===== config.mk =====
export PLATFORM = sky130hd
export DESIGN_NAME = pkt_rx
export DESIGN_NICKNAME = d
export VERILOG_FILES = /design/src/rtl/pkt_rx_pkg.sv /design/src/rtl/pkt_pre_cnt.sv /design/src/rtl/pkt_shift.sv /design/src/rtl/pkt_xor_chk.sv /design/src/rtl/pkt_rx.sv
export SDC_FILE = /design/constraint.sdc
export NUM_CORES = 1
export LEC_CHECK = 0
export BUFFER_PORTS_ARGS = -buffer_cell sky130_fd_sc_hd__buf_4
export CAP_MARGIN = 10
export CORE_ASPECT_RATIO = 1.4
export CORE_UTILIZATION = 62
export CTS_BUF_LIST = sky130_fd_sc_hd__clkbuf_4
export CTS_CLUSTER_DIAMETER = 50
export DETAILED_ROUTE_END_ITERATION = 7
export GPL_ROUTABILITY_DRIVEN = 0
export PLACE_DENSITY = 0.82
export SYNTH_ARGS = -nofsm -noshare
export SYNTH_HDL_FRONTEND = slang
export SYNTH_HIERARCHICAL = 1
export SYNTH_SLANG_ARGS = --single-unit

===== constraint.sdc =====
create_clock -name clk -period 2.5 [get_ports clk]
set_clock_uncertainty 0.1 [all_clocks]
set_input_delay 0.25 -clock clk [delete_from_list [all_inputs] [get_ports clk]]
set_output_delay 0.25 -clock clk [all_outputs]
set_load 0.005 [all_outputs]

===== src/rtl/pkt_rx_pkg.sv =====
package pkt_rx_pkg;
  typedef enum logic [1:0] {
    ST_HUNT = 2'd0,
    ST_DATA = 2'd1,
    ST_SEP  = 2'd2,
    ST_END  = 2'd3
  } frame_st_t;
endpackage


===== src/rtl/pkt_pre_cnt.sv =====
// Counts consecutive ones while hunting; saturates at MIN_ONES.
module pkt_pre_cnt #(
  parameter int MIN_ONES = 10
) (
  input  logic clk,
  input  logic rst_n,
  input  logic hunt,
  input  logic stb,
  input  logic bit_i,
  input  logic seed,
  output logic qualified
);
  localparam int CNT_W = $clog2(MIN_ONES + 1);
  localparam logic [CNT_W-1:0] CNT_MAX = CNT_W'(MIN_ONES);

  logic [CNT_W-1:0] cnt_q;

  always_ff @(posedge clk or negedge rst_n) begin
    if (!rst_n) begin
      cnt_q <= '0;
    end else if (seed) begin
      cnt_q <= bit_i ? CNT_W'(1) : '0;
    end else if (stb && hunt) begin
      if (!bit_i)               cnt_q <= '0;
      else if (cnt_q != CNT_MAX) cnt_q <= cnt_q + CNT_W'(1);
    end
  end

  assign qualified = (cnt_q == CNT_MAX);
endmodule


===== src/rtl/pkt_shift.sv =====
// MSB-first byte assembler with a bit position counter.
module pkt_shift #(
  parameter int BYTE_W = 8
) (
  input  logic              clk,
  input  logic              rst_n,
  input  logic              clear,
  input  logic              shift,
  input  logic              bit_i,
  output logic              last,
  output logic [BYTE_W-1:0] next_byte
);
  localparam int POS_W = $clog2(BYTE_W);
  localparam logic [POS_W-1:0] POS_LAST = POS_W'(BYTE_W - 1);

  logic [BYTE_W-1:0] sr_q;
  logic [POS_W-1:0]  pos_q;

  always_ff @(posedge clk or negedge rst_n) begin
    if (!rst_n) begin
      sr_q  <= '0;
      pos_q <= '0;
    end else if (clear) begin
      pos_q <= '0;
    end else if (shift) begin
      sr_q  <= next_byte;
      pos_q <= (pos_q == POS_LAST) ? '0 : pos_q + POS_W'(1);
    end
  end

  assign last      = (pos_q == POS_LAST);
  assign next_byte = {sr_q[BYTE_W-2:0], bit_i};
endmodule


===== src/rtl/pkt_xor_chk.sv =====
// Passes when the XOR of all received bytes is zero,
// i.e. the last byte equals the XOR of the ones before it.
module pkt_xor_chk #(
  parameter int BYTE_W    = 8,
  parameter int NUM_BYTES = 3
) (
  input  logic [NUM_BYTES-1:0][BYTE_W-1:0] bytes_i,
  output logic                             ok
);
  logic [NUM_BYTES:0][BYTE_W-1:0] acc;

  assign acc[0] = '0;
  for (genvar g = 0; g < NUM_BYTES; g++) begin : g_acc
    assign acc[g+1] = acc[g] ^ bytes_i[g];
  end

  assign ok = (acc[NUM_BYTES] == '0);
endmodule


===== src/rtl/pkt_rx.sv =====
module pkt_rx
  import pkt_rx_pkg::*;
#(
  parameter int BYTE_W    = 8,
  parameter int NUM_BYTES = 3,
  parameter int MIN_ONES  = 10
) (
  input  logic              clk,
  input  logic              rst_n,
  input  logic              in_valid,
  input  logic              in_bit,
  output logic              in_ready,
  output logic              out_valid,
  output logic [BYTE_W-1:0] out_addr,
  output logic [BYTE_W-1:0] out_instr
);
  localparam int IDX_W = $clog2(NUM_BYTES);
  localparam logic [IDX_W-1:0] IDX_LAST = IDX_W'(NUM_BYTES - 1);

  frame_st_t state_q, state_d;
  logic [IDX_W-1:0] idx_q;
  logic [NUM_BYTES-1:0][BYTE_W-1:0] bytes_q;
  logic [BYTE_W-1:0] addr_q, instr_q, next_byte;
  logic valid_q;

  logic take, hunt, qual, start, shift_en, last, byte_done;
  logic sep_ok, sep_bad, end_take, accept, seed, clear_sh, chk_ok;

  assign in_ready = 1'b1;
  assign take     = in_valid;
  assign hunt     = (state_q == ST_HUNT);
  assign start    = take && hunt && !in_bit && qual;
  assign shift_en = take && (state_q == ST_DATA);
  assign byte_done = shift_en && last;
  assign sep_ok   = take && (state_q == ST_SEP) && !in_bit;
  assign sep_bad  = take && (state_q == ST_SEP) && in_bit;
  assign end_take = take && (state_q == ST_END);
  assign accept   = end_take && in_bit && chk_ok;
  assign seed     = sep_bad || end_take;
  assign clear_sh = start || sep_ok;

  pkt_pre_cnt #(.MIN_ONES(MIN_ONES)) u_pre (
    .clk(clk), .rst_n(rst_n), .hunt(hunt), .stb(take), .bit_i(in_bit),
    .seed(seed), .qualified(qual)
  );

  pkt_shift #(.BYTE_W(BYTE_W)) u_shift (
    .clk(clk), .rst_n(rst_n), .clear(clear_sh), .shift(shift_en),
    .bit_i(in_bit), .last(last), .next_byte(next_byte)
  );

  pkt_xor_chk #(.BYTE_W(BYTE_W), .NUM_BYTES(NUM_BYTES)) u_chk (
    .bytes_i(bytes_q), .ok(chk_ok)
  );

  always_comb begin
    state_d = state_q;
    unique case (state_q)
      ST_HUNT: if (start) state_d = ST_DATA;
      ST_DATA: if (byte_done) state_d = (idx_q == IDX_LAST) ? ST_END : ST_SEP;
      ST_SEP:  if (take) state_d = in_bit ? ST_HUNT : ST_DATA;
      ST_END:  if (take) state_d = ST_HUNT;
      default: state_d = ST_HUNT;
    endcase
  end

  always_ff @(posedge clk or negedge rst_n) begin
    if (!rst_n) begin
      state_q <= ST_HUNT;
      idx_q   <= '0;
      bytes_q <= '0;
    end else begin
      state_q <= state_d;
      if (start)  idx_q <= '0;
      if (sep_ok) idx_q <= idx_q + IDX_W'(1);
      if (byte_done) bytes_q[idx_q] <= next_byte;
    end
  end

  always_ff @(posedge clk or negedge rst_n) begin
    if (!rst_n) begin
      valid_q <= 1'b0;
      addr_q  <= '0;
      instr_q <= '0;
    end else begin
      valid_q <= accept;
      if (accept) begin
        addr_q  <= bytes_q[0];
        instr_q <= bytes_q[1];
      end
    end
  end

  assign out_valid = valid_q;
  assign out_addr  = addr_q;
  assign out_instr = instr_q;
endmodule


==> impl_metrics.env <==
export IMPL_outcome="finished clean"
export IMPL_area_growth_syn_to_layout_pct=9.667
export IMPL_timing_max_cap_violations=0
export IMPL_die_w_um=58.62
export IMPL_cts_post_setup_buffers_inserted=0
export IMPL_design_power_total_uw=1668
export IMPL_timing_final_hold_violations=0
export IMPL_grt_antenna_before_repair=0
export IMPL_critPathMaxStageDelay_ps=400
export IMPL_vias_per_cell=5.482
export IMPL_postSynthRegisterBits=59
export IMPL_share_of_the_synthesized_area_in_the_top_cell_type_pct=53.06
export IMPL_critPathMaxFanout=17
export IMPL_synth_nets=201
export IMPL_routedWlPerCell_um=16.15
export IMPL_commonest_cells_after_routing_fill_and_taps_aside="dfrtp_1 (59), mux2_2 (31), buf_4 (22)"
export IMPL_post_synth_instance_area_sq_um=2783
export IMPL_via_count=1546
export IMPL_worst_setup_hold_path_clk_slew_ps=100
export IMPL_cts_h_tree_depth=3
export IMPL_power_density_nw_per_um2=546.7
export IMPL_io_pins=22
export IMPL_netlist_top_cells_area="dfrtp_1 (53%), mux2_2 (13%), mux2_4 (8.6%), xnor3_1 (4.9%), ha_1 (3.1%)"
export IMPL_numPlacedInstances=265
export IMPL_cp_start_kind="flop"
export IMPL_mostFrequentLayoutCell="dfrtp_1"
export IMPL_rows=28
export IMPL_tritoncts_num_buffers=9
export IMPL_cp_top_family="simple AND/OR/NAND/NOR gates"
export IMPL_stdcell_area_sq_um=3052
export IMPL_yosys_warnings=6
export IMPL_final_setup_viol_count=0
export IMPL_grt_pass1_vias=1617
export IMPL_cts_hold_buffers_added=1
export IMPL_floorplan_die_area_sq_um=4764
export IMPL_final_clock_period_utilization_by_the_worst_path_pct=90.91
export IMPL_synthCells=190
export IMPL_floorplan_core_area_sq_um=4274
export IMPL_remaining_drc_errors=0
export IMPL_class_of_the_tightest_hold_or_removal_check="input pin to flop"
export IMPL_grt_first_pass_wirelength_mm=7.583
export IMPL_crit_arrival_ps=2450
export IMPL_synth_largest_area_cell="dfrtp_1"
export IMPL_tns_ps=0
export IMPL_finish_utilization_pct=71.40
export IMPL_dieHeight_um=81.27
export IMPL_antenna_left=0
export IMPL_grt_setup_unrepaired="false"
export IMPL_register_area_share_after_synthesis_pct=53.06
export IMPL_vdd_drop_max_uv=383.6
export IMPL_timing_final_max_slew_violations=0
export IMPL_cts_root_buf="clkbuf_4"
export IMPL_yosys_cell_types_count=37
export IMPL_cell_by_cell_listing_of_the_critical_path="xnor3_1, nand4_1, nor4_2, nand3_1, or2_1, buf_4, mux2_4"
export IMPL_timing_final_crit_period_ps=2273
export IMPL_io_buffers=20
export IMPL_post_dp_hpwl_mm=3.210
export IMPL_detail_route_wirelength_mm=4.554
export IMPL_diodes=0
export IMPL_layout_nets=228
export IMPL_groute_usage_overall_pct=23.05
export IMPL_initial_util_pct=65.11
export IMPL_post_cts_resized_instances=0
export IMPL_drive_gt1_share_pct=40.99
export IMPL_grt_start_max_net_pins=60
export IMPL_relSlewSlack_pct=52.48
export IMPL_slowest_stage="dfrtp_1"
export IMPL_leakagePower_uw=0.001597
export IMPL_placed_cell_area_sq_um=2934
export IMPL_drt_first_pass_iters=4
export IMPL_detailedRoute_firstIterationViolations=59
export IMPL_timing_setup_critical_path_class="flop to flop"
export IMPL_grt_overflow_total=0
export IMPL_max_clock_freq_mhz=440.0
export IMPL_cts_root_to_sink_buffers=2
export IMPL_syn_avg_cell_area_sq_um=14.65
export IMPL_worstSetupEndpointType="flop"
export IMPL_tritoncts="built"
export IMPL_critical_path_n_buffers_inverters=1
export IMPL_worstSkewPairLatency_ps=400
export IMPL_post_layout_nonfiller_instances=282
export IMPL_cts_num_sinks=59
export IMPL_tightestPinTransition_ps=712.9
export IMPL_cp_data_required_time_ps=2680
logic make-up (layout without fill, tap and decap cells):
logic type | Yosys count | count (layout) | synth area share (%)
flip-flops | 59 | 59 | 53.06
multiplexers | 50 | 50 | 22.26
AND/OR/NAND/NOR | 36 | 36 | 8.049
buffers and inverters | 14 | 46 | 4.137
AO/OA/AOI/OAI | 13 | 13 | 3.102
XOR/XNOR | 10 | 10 | 6.115
adder cells (fa/ha/maj) | 7 | 7 | 3.147
other | 1 | 1 | 0.1348
power by group:
part | internal (uW) | leakage, uW | switching, uW
sequential | 981 | 0.000811 | 31.6
combinational | 48.4 | 0.000720 | 64.5
clock | 229 | 0.0000662 | 314
total | 1260 | 0.00160 | 410
area by class of cell:
class / count / area, sq um
sequential: 59 / 1476
fill: 289 / 1222
multi-input combinational: 117 / 1191
timing repair buffer: 23 / 175.2
clock buffer: 12 / 90.09
tap: 60 / 75.07
inverter: 7 / 26.28
clock inverter: 4 / 17.52
worst reg2reg max path: stages, from the launching register on:
cell and delay (ps):
dfrtp_1 400, xnor3_1 390, nand4_1 120, nor4_2 280, nand3_1 90, or2_1 230, buf_4 220, mux2_4 320
metrics by stage:
step                hold WS, ps  setup slack (ps)
finish                    66.93             227.2
global route              61.19             104.4
CTS                       50.95             237.0
detailed placement        247.9             247.6
global placement          233.1             300.8
floorplan                -145.6             290.7
synth_stat cells, drive strengths merged:
cell and count:
mux2i 3, and3b 1, nor2b 3, o22ai 1, or4 1, xnor3 6
nor4 1, o21ai 3, o2bb2ai 1, a21oi 1, nand4 1, nor3 2
inv 7, buf 7, a22oi 1, a31oi 2, nor3b 1, ha 7
conb 1, o31ai 1, mux2 47, nand2 10, nor2 7, or2 1
a21o 3, dfrtp 59, or4b 2, and4b 1, nand3 5, xnor2 4
sequential cells by signal, indices dropped and copies added (netlist names):
signal and count:
u_shift/sr_q 7, bytes_q 24, idx_q 2, out_instr 8, out_valid 1, u_shift/pos_q 3, state_q 2, out_addr 8
u_pre/cnt_q 4
worst paths after layout:
| kind | startpoint | to | slack, ps | cells past startpoint |
|---|---|---|---|---|
| setup / recovery | bytes_q[9] | out_addr[3] | 230 | 7 |
| hold / removal | in_valid | state_q[1] | 70 | 3 |
| setup reg to reg | bytes_q[9] | out_addr[3] | 230 | 7 |
| hold reg to reg | out_instr[4] | out_instr[4] | 410 | 1 |
| max in group asynchronous | rst_n | bytes_q[10] | 1470 | 2 |
| min in group asynchronous | rst_n | out_addr[2] | 330 | 2 |
routing by layer:
metal  global-route usage [%]  share of wire, %  vias up
li1                         -                 -      732
met1                    25.35                41      776
met2                    39.20                53       30
met3                    8.121               3.6        8
met4                    11.43               1.9        0
met5                        0                 0        -
Power figures use the tool's default switching activity.
